File: src/rtl/dma_arb_pkg.sv
package dma_arb_pkg;

   localparam int NUM_CH = 3;

   typedef logic [NUM_CH-1:0] ch_vec_t;
   typedef logic [1:0]        ch_idx_t;

   function automatic int sel_width(input int n_src);
      return (n_src > 1) ? $clog2(n_src) : 1;
   endfunction

   function automatic ch_idx_t onehot_to_idx(input ch_vec_t oh);
      ch_idx_t r;
      r = '0;
      for (int i = 0; i < NUM_CH; i++)
         if (oh[i]) r = ch_idx_t'(i);
      return r;
   endfunction

endpackage

File: src/rtl/dma_trig_chan.sv
module dma_trig_chan #(
   parameter int NUM_SRC = 16,
   parameter int SEL_W   = 4
) (
   input  logic               clk,
   input  logic               rst_n,
   input  logic [NUM_SRC-1:0] src_evt,
   input  logic [SEL_W-1:0]   sel,
   input  logic               inhibit,
   input  logic               clr,
   output logic               pend
);

   localparam logic [SEL_W:0] SRC_LIM = (SEL_W+1)'(NUM_SRC);

   logic sel_bit;
   logic prev_q;
   logic pend_q;
   logic rise;

   // out-of-range select reads as a quiet line
   always_comb begin
      if ({1'b0, sel} < SRC_LIM) sel_bit = src_evt[sel];
      else                       sel_bit = 1'b0;
   end

   assign rise = sel_bit & ~prev_q;

   always_ff @(posedge clk or negedge rst_n) begin
      if (!rst_n) begin
         prev_q <= 1'b0;
         pend_q <= 1'b0;
      end else begin
         prev_q <= sel_bit;
         // a fresh edge wins over the release of the old request
         pend_q <= (pend_q & ~clr) | (rise & ~inhibit);
      end
   end

   assign pend = pend_q;

   assert_inhibit_drop_R4: assert property (@(posedge clk) disable iff (!rst_n)
      (inhibit && !pend_q) |=> !pend_q);

   assert_edge_sets_R3: assert property (@(posedge clk) disable iff (!rst_n)
      (!inhibit && sel_bit && !prev_q) |=> pend_q);

endmodule

File: src/rtl/dma_prio_pick.sv
module dma_prio_pick
   import dma_arb_pkg::*;
#(
   parameter bit RR_EN = 1'b1
) (
   input  ch_vec_t req,
   input  logic    rr_mode,
   input  ch_idx_t last_idx,
   output ch_vec_t pick
);

   generate
      if (RR_EN) begin : g_rr
         always_comb begin
            int  start;
            int  idx;
            logic found;
            pick  = '0;
            found = 1'b0;
            if (rr_mode) start = (int'(last_idx) >= NUM_CH - 1) ? 0 : int'(last_idx) + 1;
            else         start = 0;
            for (int k = 0; k < NUM_CH; k++) begin
               idx = start + k;
               if (idx >= NUM_CH) idx = idx - NUM_CH;
               if (!found && req[idx]) begin
                  pick[idx] = 1'b1;
                  found     = 1'b1;
               end
            end
         end
      end else begin : g_fixed
         logic unused_rr;
         assign unused_rr = ^{rr_mode, last_idx};
         always_comb begin
            logic found;
            pick  = '0;
            found = 1'b0;
            for (int k = 0; k < NUM_CH; k++) begin
               if (!found && req[k]) begin
                  pick[k] = 1'b1;
                  found   = 1'b1;
               end
            end
         end
      end
   endgenerate

   always_comb begin
      assert_pick_subset_R5: assert ((pick & ~req) == '0);
   end

endmodule

File: src/rtl/dma_trig_arb.sv
module dma_trig_arb
   import dma_arb_pkg::*;
#(
   parameter int  NUM_SRC = 16,
   parameter bit  RR_EN   = 1'b1,
   localparam int SEL_W   = sel_width(NUM_SRC)
) (
   input  logic                    clk,
   input  logic                    rst_n,
   input  logic [NUM_SRC-1:0]      src_evt,
   input  logic [NUM_CH*SEL_W-1:0] chan_sel,
   input  logic                    prio_mode,
   input  logic                    inhibit,
   input  logic                    eng_done,
   output logic [NUM_CH-1:0]       grant
);

   generate
      if (NUM_SRC < 2) begin : g_bad_src
         $error("dma_trig_arb: NUM_SRC must be at least 2");
      end
   endgenerate

   ch_vec_t pend;
   ch_vec_t clr;
   ch_vec_t pick;
   ch_vec_t grant_q;
   ch_idx_t last_q;

   assign clr = grant_q & {NUM_CH{eng_done}};

   generate
      for (genvar c = 0; c < NUM_CH; c++) begin : g_chan
         dma_trig_chan #(
            .NUM_SRC (NUM_SRC),
            .SEL_W   (SEL_W)
         ) u_chan (
            .clk     (clk),
            .rst_n   (rst_n),
            .src_evt (src_evt),
            .sel     (chan_sel[c*SEL_W +: SEL_W]),
            .inhibit (inhibit),
            .clr     (clr[c]),
            .pend    (pend[c])
         );
      end
   endgenerate

   dma_prio_pick #(
      .RR_EN (RR_EN)
   ) u_pick (
      .req      (pend),
      .rr_mode  (prio_mode),
      .last_idx (last_q),
      .pick     (pick)
   );

   always_ff @(posedge clk or negedge rst_n) begin
      if (!rst_n) begin
         grant_q <= '0;
         last_q  <= ch_idx_t'(NUM_CH - 1);
      end else if (grant_q != '0) begin
         if (eng_done) grant_q <= '0;
      end else if (pend != '0) begin
         grant_q <= pick;
         last_q  <= onehot_to_idx(pick);
      end
   end

   assign grant = grant_q;

   assert_grant_onehot_R5: assert property (@(posedge clk) disable iff (!rst_n)
      $onehot0(grant_q));

   assert_grant_pending_R5: assert property (@(posedge clk) disable iff (!rst_n)
      (grant_q != '0) |-> ((grant_q & pend) == grant_q));

   assert_grant_hold_R6: assert property (@(posedge clk) disable iff (!rst_n)
      (grant_q != '0 && !eng_done) |=> (grant_q == $past(grant_q)));

   assert_grant_release_R6: assert property (@(posedge clk) disable iff (!rst_n)
      (grant_q != '0 && eng_done) |=> (grant_q == '0));

endmodule

File: config.mk
export PLATFORM = sky130hd
export DESIGN_NAME = dma_trig_arb
export DESIGN_NICKNAME = d
export VERILOG_FILES = /design/src/rtl/dma_arb_pkg.sv /design/src/rtl/dma_trig_chan.sv /design/src/rtl/dma_prio_pick.sv /design/src/rtl/dma_trig_arb.sv
export SDC_FILE = /design/constraint.sdc
export NUM_CORES = 1
export LEC_CHECK = 0
export BUFFER_PORTS_ARGS = -buffer_cell sky130_fd_sc_hd__buf_2
export CAP_MARGIN = 10
export CORE_ASPECT_RATIO = 0.9
export CORE_MARGIN = 10
export CORE_UTILIZATION = 30
export DETAILED_ROUTE_END_ITERATION = 10
export GPL_TIMING_DRIVEN = 1
export HOLD_SLACK_MARGIN = 0.02
export PLACE_DENSITY = 0.57
export SLEW_MARGIN = 10
export SYNTH_ARGS = -nofsm -noshare
export SYNTH_HDL_FRONTEND = slang
export SYNTH_SLANG_ARGS = --single-unit
File: constraint.sdc
create_clock -name clk -period 4.6 [get_ports clk]
set_input_delay 0.92 -clock clk [delete_from_list [all_inputs] [get_ports clk]]
set_output_delay 0.92 -clock clk [all_outputs]
set_load 0.05 [all_outputs]
* Yosys cells after proc, flatten, opt, wreduce, memory -nomap -nowiden
Index checks and enable logic that the tools add are counted.
Cells by class: $add $sub $neg 6, multiply operators 0, div/mod/pow operators 0, order comparisons 13, equal/unequal tests 1, shift operators 0, mux-type cells 36, bitwise gates (word level) 23, reduce and logical (&&, ||, !) cells 12
Operator list (count):
- $mux 32 | 5
- $ge 32x1->1 const B | 3
- $ge 32x3->1 const B | 3
- $lt 32x4->1 const B | 3
- $sub 32x3->32 const B | 3
- $add 32x2->32 const B | 1
- $add 32x3->32 const B | 1
- $mux 3 | 6
- $lt 4x5->1 const B | 3
- $mux 1 | 15
- $bmux 1 s4 | 3
- $and 1x1->1 | 9
- $not 1->1 | 8
- $bmux 1 s2 | 3
- $demux 1 s2 | 3
- $or 3x3->3 | 2
- $reduce_bool 3->1 | 2
- $logic_and 1x1->1 | 5
- $reduce_and 2->1 | 2
- $add 2x1->3 const B | 1
- $and 3x3->3 | 1
- $or 1x1->1 | 3
- $ge 2x2->1 const B | 1
- $logic_not 1->1 | 2
- 3 further kinds | 3
Word-level totals: register bits after elaboration 11, bits in latches 0, RAM bits 0, bits in read-only memories 0, bits of input ports 33, output and inout port bits 3, memories kept 0

* Longest topological paths before layout
Gate-level depths: netlist (run 1).
depth after elaboration 17, depth in mapped cells 12, depth with buffers taken out 11

* By module
Synthesis (run 1) repeated with hierarchy kept, for this count alone.
Second synthesis, totals: cell total of the unflattened synthesis 83, area, all modules 1093.5 um^2
Modules (own cells, without submodules):
- dma_trig_chan | instances 3, cells each 10, area each 193.9 um^2, seq. area each 50.0 um^2
- dma_prio_pick | instances 1, cells each 36, area each 279.0 um^2, seq. area each 0.0 um^2
- dma_trig_arb | instances 1, cells each 17, area each 232.7 um^2, seq. area each 126.4 um^2

* Least setup slack after synthesis (run 1)
OpenSTA, ideal clock, no wires.
path kind input to register, from input prio_mode, to register grant_q[0] (netlist: grant[0]), library setup time 0.077 ns, arrival 2.514 ns, data required time 4.523 ns, path slack 2.010 ns, stages on the path 11, buffers on the path 1, cells stage by stage nor2b_1 -> buf_4 -> nand2_1 -> ha_1 -> o21ai_0 -> ha_1 -> inv_1 -> a2111o_1 -> a31oi_1 -> nand2_1 -> o21ai_1
Between the ends: cells in the longest elaborated chain, start to end 15, elaborated cells on any way between the ends 49
Ends and longest elaborated chain:
- from (decl) | line dma_trig_arb.sv:12 | input logic prio_mode,
- $mux 32 (*) | line dma_prio_pick.sv:20 | if (rr_mode) start = (int'(last_idx) >= NUM_CH - 1) ? 0 : int'(last_idx) + 1;
- parallel branches: the longest is 11 deep, another holds $add 32x2->32
- $mux 3 (*) | line dma_prio_pick.sv:25 | if (!found && req[idx]) begin
- $mux 3 (*) | line dma_trig_arb.sv:64 | end else if (pend != '0) begin
- $mux 3 (*) | line dma_trig_arb.sv:62 | end else if (grant_q != '0) begin
- to (signal assigned) | line dma_trig_arb.sv:65 | grant_q <= pick;
- to (decl) | line dma_trig_arb.sv:27 | ch_vec_t grant_q;
Every way passes the cells marked *. The select of a mux whose other input is x is not followed. A chain may end at the register's enable or synchronous reset.

* Worst setup path after layout (run 1)
Ends and elaborated chain as after synthesis.

==> results of run 1 <==
==> worst reg2reg max path: stages (launching register included) <==
cell and delay [ns]:
dfstp_2 0.54, nor2b_1 0.13, nand2_1 0.12, ha_1 0.23, o21ai_0 0.19, ha_1 0.17, inv_1 0.04, a2111o_1 0.35
a31oi_1 0.25, nand2_1 0.09, o21ai_1 0.14
==> cell usage in the layout (no fill, tap or decap), types with 2 or more instances in the layout <==
master,n
mux2_2,2
nor2_1,5
buf_2,35
o21ai_0,3
nor2b_1,3
a22o_1,3
nand3_1,4
mux4_2,16
a21o_1,3
ha_1,9
nand2_1,9
clkbuf_8,3
dfrtp_1,10
or4_1,2
nor3b_1,2
inv_1,4
conb_1,13
or4b_1,2
a31oi_1,2
==> final timing paths <==
check / slack, ns / endpoint / from
setup / recovery: 1.88 / grant[0] / prio_mode
hold / removal: 0.53 / last_q[1] / last_q[1]
setup reg to reg: 2.27 / grant[0] / last_q[1]
hold reg to reg: 0.53 / last_q[1] / last_q[1]
max in group asynchronous: 3.80 / last_q[1] / rst_n
min in group asynchronous: 0.54 / last_q[0] / rst_n
==> registers in the layout, summed over array words and instances (netlist names) <==
register and cells:
g_chan.u_chan.prev_q 3, g_chan.u_chan.pend 3, grant 3, last_q 2
==> power breakdown <==
group | leakage (uW) | switching, uW | internal [uW]
combinational | 0.000511 | 147 | 135
sequential | 0.000131 | 60.1 | 135
clock | 0.0000255 | 39.0 | 59.7
total | 0.000667 | 246 | 330
==> cells by family after synthesis <==
group           synth area share
compound gates            0.1222
fa+ha+maj                0.09730
buf+inv                  0.03675
flops                     0.2389
mux                       0.3395
other cells             0.006489
simple gates              0.1589
==> cells in the mapped netlist, drive strengths merged, types with 2 or more instances <==
cell,n
nor2,5
nand2,9
or4b,2
ha,9
a31oi,2
nor3b,2
a22o,3
nor2b,3
inv,4
buf,4
a21o,3
nand3,4
mux4,16
dfrtp,10
o21ai,4
conb,2
mux2,2
or4,2
==> per-layer routing <==
layer | share of wire | vias up | wire (um)
met5 | 0 | - | 0
met4 | 0.0062 | 0 | 18
met3 | 0.14 | 4 | 396
met2 | 0.44 | 55 | 1295
met1 | 0.42 | 483 | 1214
li1 | - | 483 | -
==> layout make-up <==
type	count	area, um2	share of cell area
Tap cell	46	57.56	0.03969
Sequential cell	11	276.5	0.1907
Clock inverter	1	5.005	0.003451
Clock buffer	3	41.29	0.02847
Multi-Input combinational cell	93	879.6	0.6066
Inverter	4	15.01	0.01035
Timing Repair Buffer	35	175.2	0.1208
==> metrics by stage <==
stage | setup slack (ns) | utilization | hold WS, ns | power [uW] | area [um2]
global placement | 1.742 | 0.3763 | 0.5081 | 471.2 | 1404
CTS | 1.869 | 0.3887 | 0.5321 | 578.1 | 1450
floorplan | 2.010 | - | 0.4991 | 411.4 | 1199
global route | 1.702 | 0.3887 | 0.5365 | 622.3 | 1450
detailed placement | 1.625 | 0.3763 | 0.5232 | 476.1 | 1404
finish | 1.875 | 0.3887 | 0.5305 | 575.3 | 1450
==> results.toml, run 1 <==
[run_status]
status = "completed"

[worst_setup_path]
worstSetupPathType = "in2reg"
cp_top_family = "simple AND/OR/NAND/NOR gates"
cp-start-kind = "input pin"
crit_buf_inv = 1
path_common_cell = "nand2_1"
cpPeakStageDelay_ns = 0.48
cp_slowest_cell = "or4_1"
r2r_cells = 10
end_kind = "flop"
crit_required_ns = 4.76
crit_path_max_fanout = 8
crit_cells = 8
crit_chain = "buf_2, nor2b_1, nand2_1, ha_1, or4_1, a31oi_1, nand2_1, o21ai_1"
cp.arrival_ns = 2.89

[global_route]
antenna_found_initial = 0
grt_use_met2 = 0.1415
grt_overflow_total = 0
track_usage = 0.08620
grtUsageMet1 = 0.09004
busiest_layer = "met2"
grt_start_max_net_pins = 16
grt_pass1_wl_um = 4940
met3_usage = 0.05612
grt_pass1_vias = 1121

[routing]
drt-initial-drc-count = 42
via_count = 1025
drc = 0
drt_first_pass_iters = 4
ant_nets = 0
routedWlPerCell_um = 15.15
viasPerCell = 5.311
routed_wl_um = 2924

[synthesis]
ys_async_sr_fraction = 1.000
synth-edff-count = 0
synthesis.area_um2 = 1157
avgSynthCellArea_um2 = 11.46
synth_top_cell_by_area = "mux4_2"
synth_seq_area_share = 0.2389
ys_warn_count = 0
ys.flop_type = "dfrtp_1"
synth_area_leaders = "mux4_2 31%, dfrtp_1 22%, ha_1 9.7%"
ys_types = 37
yosysTopAreaCellShare = 0.3114
ys_ff_latch = 11
synthCells = 101

[sta]
fin_skew_ns = 0.002286
max_freq_mhz = 367.0
final_max_slew_viol_count = 0
period_needed_ns = 2.725
rsz0062_at_grt = "no"
fin_crit_sh = 0.5923
hold_violations = 0
worstMarginPinSlew_ns = 0.5834
slew_headroom = 0.6075
tns_ns = 0
finalSetupViolCount = 0

[floorplanning]
die_w_um = 85.47
io-pin-count = 36
fp-row-count = 21
initial_core_util = 0.3102
core_um2 = 3731
die_y_um = 78.93
die_area_um2 = 6746

[worst_hold_path]
worstHoldPathType = "reg2reg"
min_path_cells = 1

[placement]
placedCellCount = 189
port_buffers = 35
dpl.hpwl_um = 2473
gp_congestion = 0.8716

[clock_tree]
numCtsBuffers = 3
post_cts_buffers = 0
ctsRootBufferMaster = "clkbuf_8"
clockBufferDepth = 2
hold_buffers = 0
cts.sinks = 11
ctsResizeCount = 0
h-tree-depth = 1
cts.clk_slew.worst_paths_ns = 0.05
clk_latency_ns = 0.24
cts_tree = "built"

[power_and_ir_drop]
ir_worst_vdd_mv = 0.1945
p_leak_uw = 0.0006673
p_per_area_nw_per_um2 = 396.7

[layout]
syn_to_final_growth_pct = 25.30
antenna_cells = 0
nNetsFinal = 190
fin_cells = 193
drive_above_1_share = 0.4014
nFillCells = 377

[run]
maxCapViolations = 0
No activity file was read; power rests on OpenSTA's default activity.
==> inputs of run 2 (changes only) <==
--- a/config.mk
+++ b/config.mk
@@ -5,6 +5,7 @@
 export SDC_FILE = /design/constraint.sdc
 export NUM_CORES = 1
 export LEC_CHECK = 0
+export ABC_AREA = 1
 export BUFFER_PORTS_ARGS = -buffer_cell sky130_fd_sc_hd__buf_2
 export CAP_MARGIN = 10
 export CORE_ASPECT_RATIO = 0.9
@@ -13,7 +14,7 @@
 export DETAILED_ROUTE_END_ITERATION = 10
 export GPL_TIMING_DRIVEN = 1
 export HOLD_SLACK_MARGIN = 0.02
-export PLACE_DENSITY = 0.57
+export PLACE_DENSITY = 0.56
 export SLEW_MARGIN = 10
 export SYNTH_ARGS = -nofsm -noshare
 export SYNTH_HDL_FRONTEND = slang
==> constraint.sdc (replaced) <==
create_clock -name clk -period 2.85 [get_ports clk]
set_input_delay 0.57 -clock clk [delete_from_list [all_inputs] [get_ports clk]]
set_output_delay 0.57 -clock clk [all_outputs]
set_load 0.05 [all_outputs]
==> run 2 against run 1 <==
Effect of this change: register-to-register slack worse by 1.4 ns; global-route usage is 1.3 points higher; final cell count increased by 53%; highest routed layer is now met3.
==> results.toml, run 2 <==
[run_status]
status = "completed"

[sta]
finalSetupViolCount = 0
period_needed_ns = 2.026
hold_violations = 0
tns_ns = 0
final_max_slew_viol_count = 0
rsz0062_at_grt = "no"
max_freq_mhz = 493.7
fin_crit_sh = 0.7108
fin_skew_ns = 0.0007172

[clock_tree]
hold_buffers = 0
clockBufferDepth = 2
clk_latency_ns = 0.23
h-tree-depth = 1
numCtsBuffers = 3
cts.clk_slew.worst_paths_ns = 0.05
post_cts_buffers = 0
cts.sinks = 11
ctsResizeCount = 0
cts_tree = "built"
ctsRootBufferMaster = "clkbuf_8"

[layout]
syn_to_final_growth_pct = 20.50
antenna_cells = 0
layout_commonest_cell = "nand2_1"
layout_common_cells = "55 x nand2_1, 35 x buf_2, 23 x inv_1"
nFillCells = 460
drive_above_1_share = 0.2097
nNetsFinal = 291

[routing]
via_count = 1400
routedWlPerCell_um = 11.96
routed_wl_um = 3541
wl_met2_um = 1617
viasPerCell = 4.730
ant_nets = 0
drt-initial-drc-count = 78
topRoutingLayerUsed = "met3"
wl_met3_um = 99
drc = 0
drt_first_pass_iters = 4
wl_met1_um = 1824

[floorplanning]
die_w_um = 89.56
fp-row-count = 22
die_area_um2 = 7397
core_um2 = 4129
io-pin-count = 36
initial_core_util = 0.3164
die_y_um = 82.60

[synthesis]
synth_top_cell_by_area = "dfrtp_1"
ys_warn_count = 0
yosysTopAreaCellShare = 0.1916
synth-edff-count = 0
synthCells = 208
synth_area_leaders = "dfrtp_1 19%, nand2_1 16%, o211ai_1 9.8%"
ys_types = 25
synth_compound_area_frac = 0.2538
synth_xor_xnor_area_share = 0
avgSynthCellArea_um2 = 6.280
synth_seq_area_share = 0.2117
yosys.area_share.simple = 0.3295
ys_ff_latch = 11
muxShareOfSynthArea = 0
synth_top_family_by_area = "simple AND/OR/NAND/NOR gates"
synthesis.area_um2 = 1306
yosysMostFrequentCell = "nand2_1"
ys_async_sr_fraction = 1.000
synthAdderAreaFrac = 0.08621
ys.flop_type = "dfrtp_1"
synth_common_cells = "55 x nand2_1, 23 x inv_1, 17 x a21oi_1, 17 x o211ai_1, 16 x nand3_1"

[power_and_ir_drop]
ir_worst_vdd_mv = 0.3240
p_per_area_nw_per_um2 = 582.4
p_total_uw = 916.7
p_leak_uw = 0.0008783

[global_route]
grt_pass1_wl_um = 6023
track_usage = 0.09881
grt_pass1_vias = 1343
grt_overflow_total = 0
antenna_found_initial = 0
grt_start_max_net_pins = 17

[worst_setup_path]
worstSetupPathType = "reg2reg"
crit_required_ns = 3.02
cp.arrival_ns = 2.19
end_kind = "flop"
ff2ff_setup_slack_ns = 0.82
cp-start-kind = "flop"
crit_path_max_fanout = 12

[worst_hold_path]
worstHoldPathType = "in2async"

[placement]
gp_congestion = 0.8449
port_buffers = 35
dpl.hpwl_um = 2968

[run]
maxCapViolations = 0
[run 2: cell types whose count changed after synthesis, moves of 12 or more]
cell and delta:
nand2_1 +46, inv_1 +19, a21oi_1 +17, o211ai_1 +17
mux4_2 -16, nand3_1 +12
[run 2: worst paths after layout]
kind                            from   endpoint  depth (start not counted)
hold reg to reg            last_q[1]  last_q[1]                          2
setup / recovery           last_q[1]   grant[2]                         15
min in group clk           last_q[1]  last_q[1]                          2
hold / removal                 rst_n   grant[0]                          1
setup reg to reg           last_q[1]   grant[2]                         15
max in group asynchronous      rst_n  last_q[1]                          1
[run 2: routing by layer]
layer / vias to the layer above / GRT usage
met2: 17 / 0.1609
met5: - / 0
met4: 0 / 0.01429
met3: 0 / 0.01859
met1: 616 / 0.1347
li1: 767 / -
[run 2: layout make-up]
class	instances	area, um2	area share
Multi-Input combinational cell	173	923.4	0.5866
Clock buffer	4	45.04	0.02862
Inverter	25	93.84	0.05962
Sequential cell	11	276.5	0.1757
Timing Repair Buffer	35	175.2	0.1113
Tap cell	48	60.06	0.03816
[run 2: report_power, final]
| part | leakage [uW] | internal [uW] | switching (uW) |
|---|---|---|---|
| registers | 0.000132 | 211 | 54.7 |
| clock network | 0.0000228 | 97.7 | 52.1 |
| logic | 0.000724 | 164 | 337 |
| total | 0.000878 | 473 | 444 |
[run 2: cell families after synthesis]
family	after synthesis
adders and majority gates	9
and+or+nand+nor	96
other	2
DFF	11
buffers and inverters	35
AOI/OAI and AO/OA	55
[run 2: worst max-delay path: stages, from the launching register on]
cell and delay (ns):
dfstp_2 0.57, inv_1 0.06, nand2_2 0.17, nor2_2 0.11, inv_1 0.07, ha_1 0.15
inv_1 0.04, nand3_1 0.10, nand2_1 0.08, nand2_1 0.07, nand2_2 0.08, nor2_2 0.13
nand3_1 0.09, nand3_1 0.08, nand2_1 0.08, nand2_1 0.08
[run 2: stage by stage]
stage | setup slack [ns] | utilization | instances | instance area [um2] | hold WS, ns
after floorplan | 1.033 | - | 219 | 1348 | 0.2744
after global placement | 0.6322 | 0.3703 | 292 | 1529 | 0.4509
after detailed placement | 0.6033 | 0.3703 | 292 | 1529 | 0.4444
after CTS | 0.8121 | 0.3812 | 296 | 1574 | 0.1949
after global routing | 0.6080 | 0.3812 | 296 | 1574 | 0.2095
final | 0.8243 | 0.3812 | 296 | 1574 | 0.1939
